--- src/rtl/rcg_pkg.sv ---
package rcg_pkg;

   // Width of a counter that must hold values 0 .. modulus-1 (at least 1 bit)
   function automatic int unsigned cnt_width(input int unsigned modulus);
      int unsigned w;
      w = 1;
      while ((1 << w) < modulus) w++;
      return w;
   endfunction

endpackage

--- src/rtl/rcg_edge_detect.sv ---
module rcg_edge_detect (
   input  logic clk_i,
   input  logic rst_i,
   input  logic level_i,
   output logic rise_o
);

   logic prev_q;

   // During reset the history follows the input, so a level already high
   // at release is not taken for a fresh completion.
   always_ff @(posedge clk_i) begin
      prev_q <= level_i;
   end

   assign rise_o = level_i && !prev_q && !rst_i;

endmodule

--- src/rtl/rcg_mod_counter.sv ---
module rcg_mod_counter #(
   parameter int unsigned MOD = 4
) (
   input  logic clk_i,
   input  logic rst_i,
   input  logic clr_i,
   input  logic en_i,
   output logic carry_o
);

   localparam int unsigned W = rcg_pkg::cnt_width(MOD);

   generate
      if (MOD < 1) begin : g_bad_mod
         $error("rcg_mod_counter: MOD must be at least 1");
      end

      if (MOD == 1) begin : g_pass
         // A single-stage section passes every enable straight through
         assign carry_o = en_i;
      end else begin : g_count
         localparam logic [W-1:0] LAST = W'(MOD - 1);
         logic [W-1:0] cnt_q;
         logic         at_last;

         assign at_last = (cnt_q == LAST);
         assign carry_o = en_i && at_last;

         always_ff @(posedge clk_i) begin
            if (rst_i || clr_i) begin
               cnt_q <= '0;
            end else if (en_i) begin
               cnt_q <= at_last ? '0 : cnt_q + 1'b1;
            end
         end
      end
   endgenerate

endmodule

--- src/rtl/restart_clock_gen.sv ---
module restart_clock_gen #(
   parameter int unsigned SECTIONS = 4,
   parameter int unsigned STAGES   = 5
) (
   input  logic clk_i,
   input  logic rst_i,
   input  logic done_i,
   output logic tick_o
);

   localparam int unsigned PERIOD = SECTIONS * STAGES;

   generate
      if (SECTIONS < 1 || STAGES < 1) begin : g_bad_dims
         $error("restart_clock_gen: SECTIONS and STAGES must be at least 1");
      end
      if (PERIOD < 2) begin : g_bad_period
         $error("restart_clock_gen: SECTIONS*STAGES must be at least 2");
      end
   endgenerate

   logic restart;
   logic stage_carry;
   logic line_wrap;
   logic tick_q;

   // completion acts on its rising edge only
   rcg_edge_detect u_edge (
      .clk_i   (clk_i),
      .rst_i   (rst_i),
      .level_i (done_i),
      .rise_o  (restart)
   );

   // Inner stages of one section: advance every reference cycle
   rcg_mod_counter #(.MOD(STAGES)) u_stage (
      .clk_i   (clk_i),
      .rst_i   (rst_i),
      .clr_i   (restart),
      .en_i    (1'b1),
      .carry_o (stage_carry)
   );

   // Chain of sections: advance when a section has been traversed
   rcg_mod_counter #(.MOD(SECTIONS)) u_section (
      .clk_i   (clk_i),
      .rst_i   (rst_i),
      .clr_i   (restart),
      .en_i    (stage_carry),
      .carry_o (line_wrap)
   );

   // a restart coinciding with a wrap merges into one pulse
   always_ff @(posedge clk_i) begin
      if (rst_i) begin
         tick_q <= 1'b0;
      end else begin
         tick_q <= restart || line_wrap;
      end
   end

   assign tick_o = tick_q;

endmodule

--- config.mk ---
export PLATFORM = sky130hd
export DESIGN_NAME = restart_clock_gen
export DESIGN_NICKNAME = d
export VERILOG_FILES = /design/src/rtl/rcg_pkg.sv /design/src/rtl/rcg_edge_detect.sv /design/src/rtl/rcg_mod_counter.sv /design/src/rtl/restart_clock_gen.sv
export SDC_FILE = /design/constraint.sdc
export NUM_CORES = 1
export LEC_CHECK = 0
export ABC_AREA = 0
export BUFFER_PORTS_ARGS = -buffer_cell sky130_fd_sc_hd__buf_2
export CORE_AREA = 2 2 39 41
export DETAILED_ROUTE_END_ITERATION = 16
export DIE_AREA = 0 0 41 43
export GPL_TIMING_DRIVEN = 0
export PLACE_DENSITY = 0.49
export SKIP_CTS_REPAIR_TIMING = 1
export SLEW_MARGIN = 20
export SYNTH_ARGS = -nofsm -noshare
export SYNTH_HDL_FRONTEND = slang
export SYNTH_SLANG_ARGS = --single-unit
--- constraint.sdc ---
create_clock -name clk_i -period 1.6 [get_ports clk_i]
set_clock_uncertainty 0.1 [all_clocks]
set_input_delay 0.4 -clock clk_i [delete_from_list [all_inputs] [get_ports clk_i]]
set_output_delay 0.4 -clock clk_i [all_outputs]
set_load 0.03 [all_outputs]
==> flow_metrics.env <==
export IMPL_outcome="finished clean"
export IMPL_p_int_w=0.000285
export IMPL_finalSetupViolations=0
export IMPL_placed_cells=48
export IMPL_numCtsBuffers=3
export IMPL_place_hpwl_um=366
export IMPL_maxCapViolations=0
export IMPL_place_congestion=0.607
export IMPL_gr_usage_all_layers_pct=8.04
export IMPL_power_frac_comb_pct=8.4
export IMPL_hold_class="primary input to flip-flop"
export IMPL_synth_area_leaders="dfxtp_1 44%, ha_1 12%, a2111oi_0 5.6%"
export IMPL_holdPathStages=1
export IMPL_yosys_cell_types_count=15
export IMPL_die_w_um=41
export IMPL_rr_worst_depth=4
export IMPL_r2r_start="u_stage.g_count.cnt_q[0]"
export IMPL_cts_sinks=7
export IMPL_clk_pin_slew_ns=0.06
export IMPL_sw_frac_of_total_pct=24.9
export IMPL_cp_end_kind="flip-flop"
export IMPL_cts_buffer_depth=2
export IMPL_core_sq_mm=0.00138
export IMPL_nets=43
export IMPL_start_util_pct=22.8
export IMPL_synth_top_cell_area_share_pct=44.4
export IMPL_crit_fanout=8
export IMPL_p_leak_nw=0.151
export IMPL_grt_pass1_wl_um=931
export IMPL_root_buffer="clkbuf_4"
export IMPL_rsz0062_at_grt="no"
export IMPL_cp_required_ns=1.67
export IMPL_clock_latency_ns=0.25
export IMPL_ir_drop_mv=0.361
export IMPL_startpoint="u_stage.g_count.cnt_q[0]"
export IMPL_synth_area_per_cell_sq_um=10.9
export IMPL_gr_total_overflow=0
export IMPL_drt_iter0_markers=0
export IMPL_yosysSeqAreaShare_pct=44.4
export IMPL_grt_max_degree=10
export IMPL_worst_slew_pin_slew_ns=0.380
export IMPL_drive_above_1_share_pct=27.8
export IMPL_min_period_ns=1.43
export IMPL_synthCells=29
export IMPL_die_h_um=43
export IMPL_p_clk_share_pct=42.9
export IMPL_num_fill_cells=147
export IMPL_cts_tree="yes"
export IMPL_antenna_found_initial=0
export IMPL_pwr_share_seq_pct=48.7
export IMPL_power_density_mw_per_mm2=1010
export IMPL_drc=0
export IMPL_synthesis_nets=35
export IMPL_max_freq_mhz=701
export IMPL_stdcell_count=52
export IMPL_slew_headroom_pct=74.6
export IMPL_post_route_period_util_pct=89.1
export IMPL_finalPower_w=0.000380
export IMPL_slew_violations=0
export IMPL_r2r_end="u_stage.g_count.cnt_q[2]"
export IMPL_path_class="flip-flop to flip-flop"
export IMPL_fp_row_count=14
export IMPL_fin_setup_tns_ns=0
export IMPL_synth_largest_area_cell="dfxtp_1"
export IMPL_portBuffers=3
export IMPL_final_antenna_net_count=0
export IMPL_synth_area_sq_um=315
export IMPL_crit_path_end="u_stage.g_count.cnt_q[2]"
export IMPL_cts_htree_levels=1
export IMPL_post_route_util_pct=27.3
export IMPL_rrSetupSlack_ns=0.17
export IMPL_crit_path_start_kind="flip-flop"
export IMPL_wl_per_cell_um=9.23
export IMPL_crit_arrival_ns=1.50
export IMPL_layout_commonest_cell="dfxtp_1"
export IMPL_pin_count=4
export IMPL_dr_pass1_iters=1
export IMPL_power_switching_w=0.0000946
export IMPL_mostFrequentLayoutCells="7 x dfxtp_1, 3 x inv_1, 3 x ha_1, 3 x clkbuf_4, 3 x buf_2"
export IMPL_dieArea_sq_mm=0.00176
export IMPL_antennaDiodeCount=0
export IMPL_viasPerCell=4.48
export IMPL_grt_pass1_vias=239
export IMPL_synthToLayoutAreaGrowth_pct=19.8
export IMPL_hold_viol=0
export IMPL_synth_seq_cells=7
export IMPL_ys_warn_count=0
export IMPL_vias=233
export IMPL_routed_wl_um=480
-- logic make-up after synthesis --
logic type / count (synthesis) / synth area share [%]
AOI/OAI and AO/OA: 8 / 22.2
and+or+nand+nor: 7 / 15.5
DFF: 7 / 44.4
buffers and inverters: 4 / 5.95
adders and majority gates: 3 / 11.9
-- metal layers --
metal  vias to the layer above  track usage, %  part of all wire, %
li1                        119               -                    -
met1                       110            11.3                   45
met2                         4            9.38                   51
met3                         0            1.57                  3.8
met4                         0            8.00                    0
met5                         -               0                    0
-- metrics by stage --
step / worst slack [ns] / hold slack (ns) / instance area (sq um)
2_1_floorplan: 0.278 / 0.328 / 315
3_3_place_gp: 0.231 / 0.350 / 350
3_5_place_dp: 0.195 / 0.363 / 350
4_1_cts: 0.169 / 0.162 / 378
5_1_grt: 0.113 / 0.162 / 378
6_report: 0.174 / 0.169 / 378
-- cell usage after synthesis (all sizes together) --
| cell | instances |
|---|---|
| a2111oi | 2 |
| a211oi | 3 |
| a21bo | 2 |
| a21oi | 1 |
| buf | 1 |
| dfxtp | 7 |
| ha | 3 |
| inv | 3 |
| nand2b | 2 |
| nand3 | 2 |
| nand4bb | 1 |
| nor2b | 1 |
| or3b | 1 |
-- worst max-delay path: stages, from the launching register on --
cell	delay, ns
dfxtp_1	0.35
inv_1	0.05
ha_1	0.28
or3b_1	0.39
a211oi_2	0.17
-- how the worst min path moves through the flow --
| stage | start | to | slack [ns] |
|---|---|---|---|
| 6_report | done_i | u_edge.prev_q | 0.17 |
| 5_1_grt | done_i | u_edge.prev_q | 0.16 |
| 3_3_place_gp | u_stage.g_count.cnt_q[0] | u_stage.g_count.cnt_q[0] | 0.35 |
| 2_1_floorplan | done_i | u_edge.prev_q | 0.33 |
| 3_5_place_dp | u_stage.g_count.cnt_q[0] | u_stage.g_count.cnt_q[0] | 0.36 |
| 4_1_cts | done_i | u_edge.prev_q | 0.16 |
-- area by class of cell --
cell class | instances | area (sq um) | area share [%]
Multi-Input combinational cell | 18 | 156 | 41.4
Sequential cell | 7 | 140 | 37.1
Clock buffer | 3 | 22.5 | 5.96
Tap cell | 16 | 20.0 | 5.30
Timing Repair Buffer | 3 | 15.0 | 3.97
Inverter | 3 | 11.3 | 2.98
Buffer | 1 | 7.51 | 1.99
Clock inverter | 1 | 5.00 | 1.32
-- registers in the layout (all words and copies together), names as in the netlist --
| name | flops |
|---|---|
| u_section.g_count.cnt_q | 2 |
| tick_o | 1 |
| u_edge.prev_q | 1 |
| u_stage.g_count.cnt_q | 3 |
-- power by group through the flow --
stage | clock, W | sequential [W] | combinational, W
2_1_floorplan | 0 | 0.000190 | 0.0000201
3_3_place_gp | 0 | 0.000189 | 0.0000312
3_5_place_dp | 0 | 0.000189 | 0.0000324
4_1_cts | 0.000170 | 0.000185 | 0.0000326
5_1_grt | 0.000181 | 0.000186 | 0.0000376
6_report | 0.000163 | 0.000185 | 0.0000319
Note: power is estimated with default switching activity, not from simulation.
